## src/rtl/cmp_timer_pkg.sv

```systemverilog
package cmp_timer_pkg;

  typedef enum logic [1:0] {
    ACT_HOLD   = 2'b00,
    ACT_LOW    = 2'b01,
    ACT_HIGH   = 2'b10,
    ACT_TOGGLE = 2'b11
  } pin_act_e;

  // Pin level after a match, given the programmed action and the present level.
  function automatic logic apply_action(input pin_act_e act, input logic cur);
    case (act)
      ACT_LOW:    return 1'b0;
      ACT_HIGH:   return 1'b1;
      ACT_TOGGLE: return ~cur;
      default:    return cur;
    endcase
  endfunction

  // Counter value after a counting edge.
  function automatic logic [15:0] step_count(input logic [15:0] cur, input logic clear);
    return clear ? 16'h0000 : cur + 16'h0001;
  endfunction

endpackage

```

## src/rtl/cmp_timer_counter.sv

```systemverilog
module cmp_timer_counter #(
  parameter int CW = 16
) (
  input  logic          clk,
  input  logic          rst_n,
  input  logic          step,
  input  logic          clear_hit,
  input  logic          load,
  input  logic [CW-1:0] load_val,
  output logic [CW-1:0] cnt,
  output logic          wrap_evt
);
  localparam logic [CW-1:0] CNT_MAX = {CW{1'b1}};

  // Leaving the all-ones value by any counting edge is an overflow.
  assign wrap_evt = step && !load && (cnt == CNT_MAX);

  always_ff @(posedge clk or negedge rst_n) begin
    if (!rst_n)         cnt <= '0;
    else if (load)      cnt <= load_val;
    else if (step)      cnt <= clear_hit ? '0 : cnt + CW'(1);
  end
endmodule

```

## src/rtl/cmp_timer_channel.sv

```systemverilog
module cmp_timer_channel
  import cmp_timer_pkg::*;
#(
  parameter int CW = 16
) (
  input  logic          clk,
  input  logic          rst_n,
  input  logic          step,
  input  logic [CW-1:0] cnt,
  input  logic          cmp_wr,
  input  logic [CW-1:0] wr_data,
  input  pin_act_e      act,
  input  logic          init_load,
  input  logic          init_lvl,
  output logic          match,
  output logic          pin_state
);
  logic [CW-1:0] cmp_val;

  assign match = step && (cnt == cmp_val);

  always_ff @(posedge clk or negedge rst_n) begin
    if (!rst_n)      cmp_val <= '1;
    else if (cmp_wr) cmp_val <= wr_data;
  end

  always_ff @(posedge clk or negedge rst_n) begin
    if (!rst_n)         pin_state <= 1'b0;
    else if (init_load) pin_state <= init_lvl;
    else if (match)     pin_state <= apply_action(act, pin_state);
  end
endmodule

```

## src/rtl/cmp_timer3.sv

```systemverilog
module cmp_timer3
  import cmp_timer_pkg::*;
#(
  parameter int CW  = 16,
  parameter int NCH = 3,
  parameter int AW  = 4
) (
  input  logic           clk,
  input  logic           rst_n,
  input  logic           wr_en,
  input  logic [AW-1:0]  wr_addr,
  input  logic [CW-1:0]  wr_data,
  input  logic           cnt_en,
  output logic [CW-1:0]  cnt_value,
  output logic [NCH-1:0] pin_out,
  output logic [NCH-1:0] match_flag,
  output logic           ovf_flag
);
  localparam logic [AW-1:0] A_CTRL = AW'(0);
  localparam logic [AW-1:0] A_OUT  = AW'(1);
  localparam logic [AW-1:0] A_ACT  = AW'(2);
  localparam logic [AW-1:0] A_FLAG = AW'(3);
  localparam int            A_CMP0 = 4;
  localparam logic [AW-1:0] A_CNT  = AW'(A_CMP0 + NCH);
  localparam logic [2:0]    CLR_ON_A = 3'b001;

  logic             run, keep;
  logic [2:0]       clr_sel;
  logic [NCH-1:0]   init_lvl, oe_n, pin_state, match_vec;
  logic [2*NCH-1:0] act_cfg;
  logic             ctrl_wr, out_wr, act_wr, flag_wr, cnt_wr;
  logic             step, clear_hit, stop_evt, wrap_evt;

  assign ctrl_wr = wr_en && (wr_addr == A_CTRL);
  assign out_wr  = wr_en && (wr_addr == A_OUT);
  assign act_wr  = wr_en && (wr_addr == A_ACT);
  assign flag_wr = wr_en && (wr_addr == A_FLAG);
  assign cnt_wr  = wr_en && (wr_addr == A_CNT);

  assign step      = run && cnt_en;
  assign clear_hit = (clr_sel == CLR_ON_A) && match_vec[0];
  assign stop_evt  = !keep && match_vec[0];

  always_ff @(posedge clk or negedge rst_n) begin
    if (!rst_n) begin
      run <= 1'b0; keep <= 1'b0; clr_sel <= '0;
    end else if (ctrl_wr) begin
      run <= wr_data[0]; keep <= wr_data[1]; clr_sel <= wr_data[4:2];
    end else if (stop_evt) begin
      run <= 1'b0;
    end
  end

  always_ff @(posedge clk or negedge rst_n) begin
    if (!rst_n) begin
      init_lvl <= '0; oe_n <= '1; act_cfg <= '0;
    end else begin
      if (out_wr) begin
        init_lvl <= wr_data[NCH-1:0];
        oe_n     <= wr_data[2*NCH-1:NCH];
      end
      if (act_wr) act_cfg <= wr_data[2*NCH-1:0];
    end
  end

  // Sticky flags: a write can only clear, a same-cycle event re-sets.
  always_ff @(posedge clk or negedge rst_n) begin
    if (!rst_n) begin
      match_flag <= '0; ovf_flag <= 1'b0;
    end else begin
      match_flag <= (flag_wr ? (match_flag & wr_data[NCH-1:0]) : match_flag) | match_vec;
      ovf_flag   <= (flag_wr ? (ovf_flag & wr_data[NCH]) : ovf_flag) | wrap_evt;
    end
  end

  cmp_timer_counter #(.CW(CW)) u_counter (
    .clk, .rst_n, .step, .clear_hit,
    .load(cnt_wr), .load_val(wr_data), .cnt(cnt_value), .wrap_evt
  );

  for (genvar i = 0; i < NCH; i++) begin : g_ch
    cmp_timer_channel #(.CW(CW)) u_ch (
      .clk, .rst_n, .step, .cnt(cnt_value),
      .cmp_wr(wr_en && (wr_addr == AW'(A_CMP0 + i))),
      .wr_data,
      .act(pin_act_e'(act_cfg[2*i +: 2])),
      .init_load(out_wr), .init_lvl(wr_data[i]),
      .match(match_vec[i]), .pin_state(pin_state[i])
    );
  end

  assign pin_out = pin_state & ~oe_n;
endmodule

```

## config.mk

```make
export PLATFORM = sky130hd
export DESIGN_NAME = cmp_timer3
export DESIGN_NICKNAME = d
export VERILOG_FILES = /design/src/rtl/cmp_timer_pkg.sv /design/src/rtl/cmp_timer_counter.sv /design/src/rtl/cmp_timer_channel.sv /design/src/rtl/cmp_timer3.sv
export SDC_FILE = /design/constraint.sdc
export NUM_CORES = 1
export LEC_CHECK = 0
export ABC_AREA = 1
export BUFFER_PORTS_ARGS = -buffer_cell sky130_fd_sc_hd__buf_2
export CAP_MARGIN = 10
export CORE_AREA = 2 2 110 91
export CTS_CLUSTER_SIZE = 30
export DETAILED_ROUTE_END_ITERATION = 16
export DIE_AREA = 0 0 112 93
export HOLD_SLACK_MARGIN = 0.06
export PLACE_DENSITY = 0.77
export SYNTH_ARGS = -nofsm -noshare
export SYNTH_HDL_FRONTEND = slang
export SYNTH_SLANG_ARGS = --single-unit
```

## constraint.sdc

```tcl
create_clock -name clk -period 3.7 [get_ports clk]
set_clock_uncertainty 0.05 [all_clocks]
set_input_delay 0.185 -clock clk [delete_from_list [all_inputs] [get_ports clk]]
set_output_delay 0.185 -clock clk [all_outputs]
set_load 0.05 [all_outputs]
```

==> results of run 1 <==
==> critical path, stage by stage, from the launching register on <==
cell and delay (ns):
dfrtp_1 0.47, ha_1 0.23, nand3_1 0.11, nor2_1 0.13, nand2_1 0.23, nor2_2 0.22, nand3_1 0.15, nand2_1 0.09
nand3_1 0.07, nand2_1 0.08
==> cell usage in the layout (no fill, tap or decap), types with 2 or more instances in the layout <==
cell and count:
nand3_1 35, nor2_1 58, o22ai_1 16, or2_2 2, dfstp_2 51, clkinv_2 2, dlygate4sd3_1 3, buf_2 45
nor3_1 7, nand3b_1 6, dfrtp_1 34, o21ai_0 74, nand2_2 3, inv_1 100, xor2_1 10, inv_2 8
a21oi_1 5, nand2_1 230, nor2_2 3, clkbuf_1 3, and3_1 2, ha_1 5, xnor2_1 9, nand4_1 10
clkbuf_16 9
==> where the power goes <==
part | leakage (nW) | internal, mW | switching [mW] | total, mW
clock | 0.127 | 0.454 | 0.362 | 0.816
combinational | 1.77 | 0.550 | 1.24 | 1.79
sequential | 0.968 | 1.25 | 0.313 | 1.56
==> metal layers <==
layer,routed length (µm),global-route usage [%],vias to the layer above
li1,-,-,2266
met1,5998,38.08,2173
met2,6146,42.53,185
met3,1178,7.842,12
met4,172,7.012,0
met5,0,0,-
==> sequential cells by signal (all words and copies together), names as in the netlist <==
register             flops
g_ch.u_ch.pin_state      3
ovf_flag                 1
keep                     1
match_flag               3
clr_sel                  3
oe_n                     3
act_cfg                  6
run                      1
u_counter.cnt           16
g_ch.u_ch.cmp_val       48
==> cell usage after synthesis (2+ instances only) <==
master	instances
ha_1	5
inv_1	100
a21oi_1	5
buf_4	4
buf_2	5
nand3b_1	6
dfrtp_1	34
nand3_1	35
dfstp_2	51
nand4_1	10
clkbuf_1	11
nor2_1	58
nand2_1	230
nand2_2	3
xnor2_1	9
xor2_1	10
or2_2	2
nor3_1	7
o21ai_0	74
and3_1	2
nor2_2	3
o22ai_1	16
inv_2	8
==> through the flow <==
step           power [mW]  utilization [%]  setup WS (ns)  instance area (µm²)  cells
2_1_floorplan       2.861                -          1.828                 4986    698
3_3_place_gp        3.278            56.14          1.606                 5260    842
3_5_place_dp        3.321            56.14          1.490                 5260    842
4_1_cts             4.156            59.27          1.853                 5553    861
5_1_grt             4.454            59.72          1.672                 5595    863
6_report            4.169            59.72          1.815                 5595    863
==> final cells by class <==
class	instances	area, µm²	area share [%]
well taps	119	148.9	2.661
inverters	108	405.4	7.245
multi-input cells	484	2282	40.79
repair buffers	51	305.3	5.456
flip-flops and latches	85	2191	39.15
clock inverters	4	26.28	0.4696
clock buffers	12	236.5	4.226
==> worst paths after layout <==
path	startpoint	end	slack, ns	cells after the start
setup / recovery	u_counter.cnt[1]	u_counter.cnt[12]	1.81	9
setup reg to reg	u_counter.cnt[1]	u_counter.cnt[12]	1.81	9
hold / removal	wr_data[13]	g_ch[1].u_ch.cmp_val[13]	0.08	3
min in group asynchronous	rst_n	act_cfg[4]	0.52	2
max in group asynchronous	rst_n	u_counter.cnt[10]	2.38	2
hold reg to reg	clr_sel[1]	clr_sel[1]	0.44	2
==> repair_timing <==
item | in CTS | in global routing
hold endpoints to repair | 36 | 0
resized for setup | 0 | 0
hold buffers | 3 | 0
==> kinds of logic (layout without fill, tap and decap cells) <==
group / after synthesis / after routing
xor gates and xnor gates: 19 / 19
and+or+nand+nor: 361 / 361
adders and majority gates: 5 / 5
AOI/OAI and AO/OA: 99 / 99
DFF: 85 / 85
buffers and inverters: 129 / 175
==> reports/summary.txt, run 1 <==
root buf cell = clkbuf_16
power per cell area = 745.0 mW/mm²
Post-synth EDFFs = 0
vias post-DR = 4636
Area Growth Syn to Fin = 12.22%
worst skew pair latency = 0.34 ns
initial core utilization = 53.22%
post-synth cell types = 33
Global Route Usage Sum = 27.35%
Cell Area, Synth = 0.004986 mm²
clock sinks = 85
fin crit period = 1.885 ns
post-synthesis async set-or-reset flop share = 100.0%
post-route setup TNS = 0 ns
share of cells above drive strength 1 = 17.74%
area of the die = 0.01042 mm²
Worst Max-Slew Pin Slew = 1.061 ns
synthesized instance count = 698
clk slew on worst S/H paths = 0.06 ns
fin. max-slew vios = 0
largest net degree at the start of global routing = 86
Final Hold Vio Count = 0
vias in the first global route = 4453
worst path required time = 3.93 ns
top post-synthesis cells by area = dfstp_2, nand2_1, dfrtp_1
Die Ht = 93 µm
Ant. Diodes = 0
Synth area leader = dfstp_2
DRC errors left = 0
CP Class = reg2reg
post-synthesis compound-gate area fraction = 10.54%
Initial DRC Count = 453
CP Launch Type = flip-flop
Top-Level Pins = 47
Final Net Count = 768
max-cap violation count = 0
H-Tree Depth = 3
Rel. slew slack = 29.09%
Core ar. = 0.009369 mm²
top_reg_cell synth = dfstp_2
final WL = 13500 µm
adder-cell share of the synthesized area = 1.255%
capturing element type of the critical path = flip-flop
Avg Cell Area, Syn = 7.143 µm²
TritonRoute pass-1 iters = 5
yosys warns = 0
critical-path maximum fanout = 7
Synth Area in Simple Gates = 30.64%
RSZ-0062 raised after global routing = false
Worst Hold Slack = 0.08053 ns
fill count = 868
via/cell ratio = 5.372
Congestion Overflow GR = 0
largest family of logic cells by synthesized area = simple AND/OR/NAND/NOR gates
Setup Buffers After CTS = 0
final setup violation count = 0
FMAX = 0.5305 GHz
crit share post-route = 50.95%
status = finished clean
initial antenna violation count = 0
Synth Net Count = 727
Placer Congestion = 0.9439
WL/cell = 15.64 µm
first-pass GRT wire length = 22200 µm
Leak = 2.867 nW
Post-DP HPWL = 9671 µm
Final ANT Viol Nets = 0
mux contribution to synthesized area = 0%
DIE WIDTH = 112 µm
maximum vdd drop = 0.0003791 V
Synth top area share = 26.88%
clock buffer depth = 2
FP Rows = 32
Num CTS Buffers = 9
Buffers on Ports = 46
CTS tree = done
Hold Path Class = in2reg
Seq cells post-synth = 85
register area share after synthesis = 43.94%
critical path data arrival time = 2.11 ns
xor/xnor share of the synthesized area = 3.338%
Note: power is estimated with default switching activity, not from simulation.
==> inputs of run 2 (changes only) <==
CORE_AREA = 2 2 111 91   (was 2 2 110 91)
DIE_AREA = 0 0 113 93   (was 0 0 112 93)
PLACE_DENSITY = 0.8   (was 0.77)
clock period = 1.7 ns   (was 3.7 ns; I/O delays follow)
==> run 2 against run 1 <==
Net effect: the flow now finishes with violations (design-rule violations, negative setup slack); worst hold slack got worse by 0.013 ns; non-clock buffer count up 63; count of clock-buffer cells in the layout is 3 lower; die area increased by 0.89%; largest cell class unchanged; core utilization grew 7.2 points; combinational power grew to 2.7 times the previous value; first-iteration DRC count grew 17%; via count is 9.6% higher; critical path depth up 1; maximum frequency increased by 9.0%; setup slack worse by 1.8 ns; global-route usage rose by 3.1 points.
==> reports/summary.txt, run 2 (synthesis gave the netlist of run 1 again) <==
status = finished, violations left
failing checks = design-rule violations, negative setup slack
initial antenna violation count = 0 (unchanged)
DP Area = 0.005618 mm² (+6.8%)
Final ANT Viol Nets = 0 (unchanged)
share of cells above drive strength 1 = 29.37% (+12 points)
initial core utilization = 52.77% (-0.45 points)
first-pass GRT wire length = 24830 µm (+12%)
area of the die = 0.01051 mm² (+0.89%)
Post-DP HPWL = 10650 µm (+10%)
Core ar. = 0.009449 mm² (+0.85%)
Final Instance Count excl. Fillers = 926 (+7.3%)
FP Rows = 32 (unchanged)
vias post-DR = 5079 (+9.6%)
DRC errors left = 1 (+1)
Top Registers = g_ch.u_ch.cmp_val: 48 flops, u_counter.cnt: 16 flops, act_cfg: 6 flops
vias in the first global route = 4971 (+12%)
Buffers on Ports = 46 (unchanged)
commonest cells after routing, fill and taps aside = nand2_1, inv_1, o21ai_0, dfstp_2, nor2_1
critical path data arrival time = 1.92 ns (-0.19 ns)
fin crit period = 1.729 ns (-0.1563 ns)
FMAX = 0.5785 GHz (+9.0%)
CP Cell Sequence = inv_2, nand2_4, nand2_4, nor2_4, nand2_2, nor2_4, nand4_4, buf_12, nand3_1, nand2_1
DIE WIDTH = 113 µm (+0.89%)
largest reg by FF count = g_ch.u_ch.cmp_val
crit share post-route = 101.7% (+51 points)
worst path required time = 1.89 ns (-2.04 ns)
cell area after layout = 0.006327 mm² (+13%)
TritonRoute pass-1 iters = 11 (+6)
root buf cell = clkbuf_16
Hold Path Class = in2reg
CP Class = reg2reg
CP Launch Type = flip-flop
max-cap violation count = 0 (unchanged)
met2 WL = 6853 µm (+12%)
fin. max-slew vios = 0 (unchanged)
Placer Congestion = 1.036 (+9.8%)
WL/cell = 16.40 µm (+4.9%)
Final WS setup = -0.02870 ns (-1.844 ns)
Top-Level Pins = 47 (unchanged)
Critical-path top delay cell = dfstp_2
Ant. Diodes = 0 (unchanged)
CTS tree = done
Num CTS Buffers = 9 (unchanged)
power per cell area = 1618 mW/mm² (+120%)
maximum vdd drop = 0.0009720 V (+160%)
Area Growth Syn to Fin = 26.90%
final setup violation count = 12 (+12)
met3 WL = 1453 µm (+23%)
via/cell ratio = 5.485 (+2.1%)
Leak = 3.179 nW (+11%)
final WL = 15180 µm (+13%)
RSZ-0062 raised after global routing = true
clock sinks = 85 (unchanged)
Final Hold Vio Count = 0 (unchanged)
Rel. slew slack = 67.39% (+38 points)
Congestion Overflow GR = 0 (unchanged)
Final Net Count = 831 (+8.2%)
Metal-1 WL = 6436 µm (+7.3%)
worst skew pair latency = 0.36 ns (+0.02 ns)
clock buffer depth = 2 (unchanged)
Initial DRC Count = 529 (+17%)
capturing element type of the critical path = flip-flop
Largest register FFs = 48 (unchanged)
Worst Max-Slew Pin Slew = 0.4877 ns (-0.5733 ns)
total power draw = 10.24 mW (+150%)
fill count = 791 (-8.9%)
critical-path maximum fanout = 7 (unchanged)
Global Route Usage Sum = 30.48% (+3.1 points)
most common cell after layout, fill and taps aside = nand2_1
largest net degree at the start of global routing = 54 (-37%)
H-Tree Depth = 3 (unchanged)
# placed instances = 882 (+4.8%)
top layer in use = met4
Critical Path Max Stage Delay = 0.55 ns (+0.08 ns)
Die Ht = 93 µm (unchanged)
clk slew on worst S/H paths = 0.06 ns (about the same)
[run 2: repair_timing]
item,in CTS,in global routing
endpoints found under the hold margin,102,0
setup buffers,6,5
setup endpoints to repair,16,20
cloned,1,0
pin swaps,5,13
resized for setup,13,30
hold buffers,16,0
[run 2: report_power, final]
part,internal [mW],switching (mW)
Combinational,1.72,3.19
Sequential,2.75,0.561
Clock,1.14,0.866
[run 2: metrics by stage]
stage	util, %	worst slack, ns	TNS [ns]	hold WS [ns]
2_1_floorplan	-	0.01501	0	-0.2606
3_3_place_gp	59.45	-0.08186	-0.9007	-0.1312
3_5_place_dp	59.45	-0.07887	-0.7810	-0.1303
4_1_cts	65.55	-0.009947	-0.04030	0.06784
5_1_grt	66.96	-0.08665	-1.162	0.08693
6_report	66.96	-0.02870	-0.1809	0.06791
[run 2: worst max-delay path, delay by kind of cell (launching register included)]
| family | cells | cell delay, ns |
|---|---|---|
| buffers and inverters | 2 | 0.25 |
| DFF | 1 | 0.55 |
| and+or+nand+nor | 8 | 0.77 |
[run 2: cell type report]
cell class	count	area, µm²	share of cell area, %
multi-input combinational	484	2420	38.24
sequential	85	2211	34.94
timing repair buffer	114	842.1	13.31
inverter	108	405.4	6.407
clock buffer	9	225.2	3.559
tap	119	148.9	2.353
clock inverter	7	75.07	1.186
[run 2: path summary, 6_finish.rpt]
| check | start | endpoint | slack [ns] | cells after the start |
|---|---|---|---|---|
| worst max register to register | g_ch[0].u_ch.cmp_val[5] | u_counter.cnt[13] | -0.03 | 10 |
| max in group asynchronous | rst_n | u_counter.cnt[2] | 0.75 | 3 |
| worst min-delay path | wr_data[5] | act_cfg[5] | 0.07 | 3 |
| worst min register to register | oe_n[2] | oe_n[2] | 0.45 | 2 |
| min in group asynchronous | rst_n | g_ch[1].u_ch.cmp_val[2] | 0.22 | 2 |
| worst max-delay path | g_ch[0].u_ch.cmp_val[5] | u_counter.cnt[13] | -0.03 | 10 |
[run 2: layer usage]
layer	vias to the layer above	global-route usage, %
met5	-	0
met4	0	10.16
met3	47	7.129
met2	254	47.50
met1	2375	42.24
li1	2403	-
